## src/rtl/cke_power_pkg.sv

```systemverilog
package cke_power_pkg;

    localparam int STATE_W = 3;

    typedef enum logic [STATE_W-1:0] {
        PS_IDLE    = 3'd0,
        PS_ACTIVE  = 3'd1,
        PS_SUSPEND = 3'd2,
        PS_PDOWN   = 3'd3,
        PS_DPDOWN  = 3'd4
    } pwr_state_e;

    typedef struct packed {
        logic deep_req;   // deep power-down strobe pattern, chip selected
        logic mode_load;  // mode-load command with clock enable high
    } cmd_flags_t;

    typedef struct packed {
        pwr_state_e state;
        logic       valid;
    } fsm_reg_t;

    typedef struct packed {
        logic reprog;
    } flag_reg_t;

endpackage

```

## src/rtl/cke_cmd_decode.sv

```systemverilog
module cke_cmd_decode
    import cke_power_pkg::*;
(
    input  logic       cke_i,
    input  logic       cs_n_i,
    input  logic       ras_n_i,
    input  logic       cas_n_i,
    input  logic       we_n_i,
    output cmd_flags_t flags_o
);
    logic selected;

    always_comb begin
        selected          = !cs_n_i;
        flags_o.deep_req  = selected && ras_n_i && cas_n_i && !we_n_i;
        flags_o.mode_load = selected && cke_i && !ras_n_i && !cas_n_i && !we_n_i;
    end
endmodule

```

## src/rtl/cke_state_fsm.sv

```systemverilog
module cke_state_fsm
    import cke_power_pkg::*;
(
    input  logic       clk,
    input  logic       rst_n,
    input  logic       cke_i,
    input  logic       banks_idle_i,
    input  cmd_flags_t flags_i,
    output pwr_state_e state_o,
    output logic       valid_o,
    output logic       deep_exit_o
);
    fsm_reg_t r_d, r_q;
    pwr_state_e run_state;

    always_comb begin
        run_state   = banks_idle_i ? PS_IDLE : PS_ACTIVE;
        r_d         = r_q;
        deep_exit_o = 1'b0;
        case (r_q.state)
            PS_IDLE, PS_ACTIVE: begin
                if (cke_i) begin
                    r_d.state = run_state;
                end else if (flags_i.deep_req && banks_idle_i && r_q.state == PS_IDLE) begin
                    r_d.state = PS_DPDOWN;
                end else if (banks_idle_i) begin
                    r_d.state = PS_PDOWN;
                end else begin
                    r_d.state = PS_SUSPEND;
                end
            end
            PS_SUSPEND: r_d.state = cke_i ? run_state : PS_SUSPEND;
            PS_PDOWN:   r_d.state = cke_i ? run_state : PS_PDOWN;
            PS_DPDOWN: begin
                if (cke_i) begin
                    r_d.state   = PS_IDLE;
                    deep_exit_o = 1'b1;
                end
            end
            default: r_d.state = PS_IDLE;
        endcase
        r_d.valid = (r_d.state == PS_IDLE) || (r_d.state == PS_ACTIVE);
    end

    always_ff @(posedge clk or negedge rst_n) begin
        if (!rst_n) begin
            r_q.state <= PS_IDLE;
            r_q.valid <= 1'b1;
        end else begin
            r_q <= r_d;
        end
    end

    assign state_o = r_q.state;
    assign valid_o = r_q.valid;
endmodule

```

## src/rtl/cke_reprog_flag.sv

```systemverilog
module cke_reprog_flag
    import cke_power_pkg::*;
(
    input  logic       clk,
    input  logic       rst_n,
    input  logic       deep_exit_i,
    input  pwr_state_e state_i,
    input  cmd_flags_t flags_i,
    output logic       reprog_o
);
    flag_reg_t f_d, f_q;

    always_comb begin
        f_d = f_q;
        if (deep_exit_i) begin
            f_d.reprog = 1'b1;
        end else if (state_i == PS_IDLE && flags_i.mode_load) begin
            f_d.reprog = 1'b0;
        end
    end

    always_ff @(posedge clk or negedge rst_n) begin
        if (!rst_n) begin
            f_q.reprog <= 1'b0;
        end else begin
            f_q <= f_d;
        end
    end

    assign reprog_o = f_q.reprog;
endmodule

```

## src/rtl/cke_power_ctrl.sv

```systemverilog
module cke_power_ctrl
    import cke_power_pkg::*;
(
    input  logic               clk,
    input  logic               rst_n,
    input  logic               cke_i,
    input  logic               cs_n_i,
    input  logic               ras_n_i,
    input  logic               cas_n_i,
    input  logic               we_n_i,
    input  logic               banks_idle_i,
    output logic               clk_valid_o,
    output logic [STATE_W-1:0] pwr_state_o,
    output logic               reprog_req_o
);
    cmd_flags_t flags;
    pwr_state_e state;
    logic       deep_exit;

    cke_cmd_decode u_decode (
        .cke_i   (cke_i),
        .cs_n_i  (cs_n_i),
        .ras_n_i (ras_n_i),
        .cas_n_i (cas_n_i),
        .we_n_i  (we_n_i),
        .flags_o (flags)
    );

    cke_state_fsm u_fsm (
        .clk          (clk),
        .rst_n        (rst_n),
        .cke_i        (cke_i),
        .banks_idle_i (banks_idle_i),
        .flags_i      (flags),
        .state_o      (state),
        .valid_o      (clk_valid_o),
        .deep_exit_o  (deep_exit)
    );

    cke_reprog_flag u_flag (
        .clk         (clk),
        .rst_n       (rst_n),
        .deep_exit_i (deep_exit),
        .state_i     (state),
        .flags_i     (flags),
        .reprog_o    (reprog_req_o)
    );

    assign pwr_state_o = state;
endmodule

```

## config.mk

```make
export PLATFORM = sky130hd
export DESIGN_NAME = cke_power_ctrl
export DESIGN_NICKNAME = d
export VERILOG_FILES = /design/src/rtl/cke_power_pkg.sv /design/src/rtl/cke_cmd_decode.sv /design/src/rtl/cke_state_fsm.sv /design/src/rtl/cke_reprog_flag.sv /design/src/rtl/cke_power_ctrl.sv
export SDC_FILE = /design/constraint.sdc
export NUM_CORES = 1
export LEC_CHECK = 0
export BUFFER_PORTS_ARGS = -buffer_cell sky130_fd_sc_hd__clkbuf_2
export CAP_MARGIN = 10
export CORE_AREA = 2 2 39 41
export DETAILED_ROUTE_END_ITERATION = 12
export DIE_AREA = 0 0 41 43
export GPL_ROUTABILITY_DRIVEN = 0
export HOLD_SLACK_MARGIN = 0.15
export PLACE_DENSITY = 0.5
export SLEW_MARGIN = 20
export SYNTH_ARGS = -nofsm -noshare
export SYNTH_HDL_FRONTEND = slang
export SYNTH_HIERARCHICAL = 1
export SYNTH_SLANG_ARGS = --single-unit
```

## constraint.sdc

```tcl
create_clock -name clk -period 1.33 [get_ports clk]
set_input_delay 0.3325 -clock clk [delete_from_list [all_inputs] [get_ports clk]]
set_output_delay 0.3325 -clock clk [all_outputs]
set_load 0.01 [all_outputs]
```

# After elaboration in Yosys (flattened, before gate mapping)
# Cells that the tools add are included.
[totals]
register_bits = 5
in_bits = 8
out_inout_bits = 5
[classes]
eq_ne = 5
n_mux = 12
n_reduce_logical = 19
[op_table]
columns = ["operator", "n"]
rows = [
  ["$mux 3", 5],
  ["$pmux 3 s4", 1],
  ["$logic_and 1x1->1", 10],
  ["$eq 3x1->1 const B", 2],
  ["$eq 3x2->1 const B", 2],
  ["$logic_not 3->1", 2],
  ["$mux 1", 6],
  ["$logic_not 1->1", 4],
  ["$eq 3x3->1 const B", 1],
  ["$reduce_bool 2->1", 1],
  ["$reduce_or 2->1", 1],
  ["$logic_or 1x1->1", 1],
]

# Longest topological paths before layout
[depth]
ltp_word = 11
depth_mapped = 4
ltp_nobuf = 4

# By module
# Netlist, hierarchy kept.
[by_module_without_submodules]
columns = ["module", "n_inst", "cells_per_inst", "area_per_inst_um2"]
rows = [
  ["cke_state_fsm", 1, 15, 167.7],
  ["cke_reprog_flag", 1, 3, 42.5],
  ["cke_cmd_decode", 1, 4, 21.3],
]

# Worst setup path before layout
# No wires, ideal clock.
[synth_timing]
path_kind = "input to register"
start = "in we_n_i"
end = "reg u_flag.f_q, in the netlist u_flag/reprog_o"
setup_time_ns = 0.118
arrival_time_ns = 1.276
path_slack_ns = -0.064
path_stages = 4
path_buffers = 0
cell_sequence = "nor4_1 -> and2_1 -> or4b_1 -> a21o_1"
[synth_lines]
columns = ["element", "line_no", "text"]
rows = [
  ["start, declared", "cke_power_ctrl.sv:10", "input logic we_n_i,"],
  ["end, declared", "cke_reprog_flag.sv:11", "flag_reg_t f_d, f_q;"],
]

==> key figures <==
Placement
  – Setup Slack @ Placement: -215.4 ps
  – Detailed placement HPWL: 509.1 µm
  – PortBufs: 12

STA
  – Worst slew pin tran: 254.7 ps
  – Hold Fails Final Rpt: 0
  – RSZ-0062 raised after global routing: no
  – Min setup slack post-route: 63.05 ps
  – Tmin final: 1267 ps
  – Min Hold Slack: 339.1 ps
  – Final period utilization: 95.26%
  – Total negative slack: 0 ps
  – Max-slew headroom: 82.86%
  – Setup clock skew after layout: 1.844 ps
  – Number of slew-limit violations in the final report: 0
  – Highest Clock Rate: 789.3 MHz
  – Final number of setup-violating endpoints: 0

Global routing
  – Overall overflow remaining after global route: 0
  – Initial antenna violation count: 0
  – Maximum number of pins on one net before global-route repair: 8
  – Overall track demand over capacity in global routing: 8.149%
  – Number of global-route vias before repair: 220
  – Global-route wire length before repair: 869 µm

Logic synthesis
  – Synthesized netlist cell count: 22
  – Area fraction of the dominant cell type after synthesis: 43.24%
  – Syn Area/Cell: 10.52 µm²
  – Number of distinct standard cells referenced by the synthesized netlist: 16
  – Post-Syn Nets: 30
  – Post-synthesis share of cell area spent on xor and xnor gates: 0%
  – Top cell type by total area after synthesis: dfrtp_1
  – Mux cell area share after synthesis: 0%
  – Cell types with the largest area share after synthesis: dfrtp_1, dfstp_2, nor4_1
  – Flops & latches, synth: 5
  – Compound-cell area share of the yosys netlist: 17.84%
  – Sequential-to-total area share from yosys stat: 54.59%
  – Area share of fa/ha/maj cells after synthesis: 0%
  – Basic-gate share of the synthesized area counting and, or, nand and nor cells: 27.57%
  – Dominant combinational cell family by area after synthesis: simple AND/OR/NAND/NOR gates
  – Post-Synthesis Cell Area: 231.5 µm²
  – Synthesis Warnings: 6

Die
  – Starting Density: 16.73%
  – Vertical die dimension: 43 µm
  – Die width: 41 µm
  – Area of the die: 1763 µm²
  – Area of the core: 1384 µm²
  – Row count: 14
  – # IOs: 13

Worst hold path
  – Number of cells on the worst hold path: 2
  – Type of the tightest min-delay check: in2reg

Final layout
  – Number of fill cells in the layout: 149
  – # nets final: 55
  – Area taken by multi-input logic gates: 111.4 µm²
  – Most common cell after layout, fill and taps aside: clkbuf_2
  – Layout Area Growth over Synthesis: 75.68%
  – Share of final-layout standard cells stronger than drive strength 1: 52.17%
  – N_diodes: 0
  – Total area of sequential cells: 126.4 µm²
  – Most frequent cells in the layout: clkbuf_2, buf_4, dfrtp_1
  – Layout Utilization: 29.39%

Clock tree
  – Root buffer cell: clkbuf_4
  – Max H-tree Level: 1
  – Clock net sink count: 5
  – Clock slew at the register clock pins of the worst setup and hold paths: 40 ps
  – Buffer count from post-CTS setup fixing: 0
  – TritonCTS clock tree: built
  – Source-to-sink clock delay at the later pin of the worst-skew pair: 240 ps
  – Number of buffers created by CTS: 3
  – Buffer depth of the longest clock path: 2

Routing
  – Overall via count from detail_route: 266
  – DRC viols: 0
  – Initial DRC count: 1
  – Antenna-violating nets left: 0
  – Routed via count divided by cell count: 4.290
  – Number of iterations in the first detailed-routing pass: 2
  – Post-DR wirelength/cell: 9.290 µm
  – Detailed Route WL: 576 µm

Run status
  – Outcome: complete, no violations

Power and ir drop
  – Power density over the cells: 984.3 nW/µm²
  – Leakage: 0.2070 nW
  – IR drop worst, VDD: 0.3093 mV
  – Overall Power: 0.0004003 W

Setup path
  – R2R depth: 2
  – Required time at the worst-slack endpoint: 1460 ps
  – Worst Setup Path Type: in2reg
  – Crit Path Max Fanout: 2
  – Worst setup EP type: flip-flop
  – Data arrival time at the worst-slack endpoint: 1390 ps
  – Type of element launching the critical path: input pin

Flow run
  – Reported max-cap violation count: 0
-- routing by layer --
layer	global-route usage, %	part of all wire (%)	vias to the layer above
met2	10.63	50	12
li1	-	-	138
met3	4.712	8.2	0
met5	0	0	-
met1	8.414	41	116
met4	8.000	0	0
-- logic make-up (layout without fill, tap and decap cells) --
kind of cell / after synthesis / count (layout)
flip-flops: 5 / 5
buffers and inverters: 0 / 24
AO/OA/AOI/OAI: 6 / 6
AND/OR/NAND/NOR: 11 / 11
-- synth_stat cells, drive strengths merged --
cell type  count
nor3           1
dfrtp          4
and3           1
o21ai          1
dfstp          1
a21oi          2
or3            1
or4b           1
nor2           2
and2           1
a311oi         1
nand2          1
nand2b         1
o311a          1
nor4           2
a21o           1
-- worst max-delay path, cell delays in order --
cell	delay, ps
clkbuf_2	90
nor4_2	230
and2_1	150
or4b_1	430
a21o_1	160
-- registers in the layout (all words and copies together), names as in the netlist --
register,cells
u_flag/reprog_o,1
u_fsm/valid_o,1
u_fsm/state_o,3
-- metrics by stage --
stage	instance area, µm²	instances
floorplan	231.5	22
global placement	364.1	57
CTS	400.4	62
global route	406.6	62
finish	406.6	62
detailed placement	364.1	57
-- area by class of cell --
cell class,instances,area share (%)
Sequential cell,5,31.08
Timing Repair Buffer,20,30.15
Tap cell,16,4.923
Multi-Input combinational cell,17,27.38
Clock buffer,4,6.462
-- power by group --
part           switching, W  internal [W]  leakage [nW]
Clock             0.0000561      0.000113        0.0150
Combinational     0.0000310     0.0000350         0.131
Sequential       0.00000377      0.000161        0.0613
Total             0.0000908      0.000309         0.207
-- worst paths after layout --
path                       slack, ps                   startpoint                          end
min reg2reg                      480  u_flag/reprog_o$_DFFE_PN0P_  u_flag/reprog_o$_DFFE_PN0P_
max in group asynchronous        670                        rst_n      u_fsm/valid_o$_DFF_PN1_
max reg2reg                      180   u_fsm/state_o[1]$_DFF_PN0_  u_flag/reprog_o$_DFFE_PN0P_
min in group asynchronous        440                        rst_n  u_flag/reprog_o$_DFFE_PN0P_
min                              340                 banks_idle_i   u_fsm/state_o[1]$_DFF_PN0_
max                               60                       we_n_i  u_flag/reprog_o$_DFFE_PN0P_
-- repair_timing --
action                     CTS  global route
hold endpoints to repair     5             0
setup endpoints to repair    0             1
gates resized for setup      0             1
hold buffers                 1             0
No activity file was read; power rests on OpenSTA's default activity.
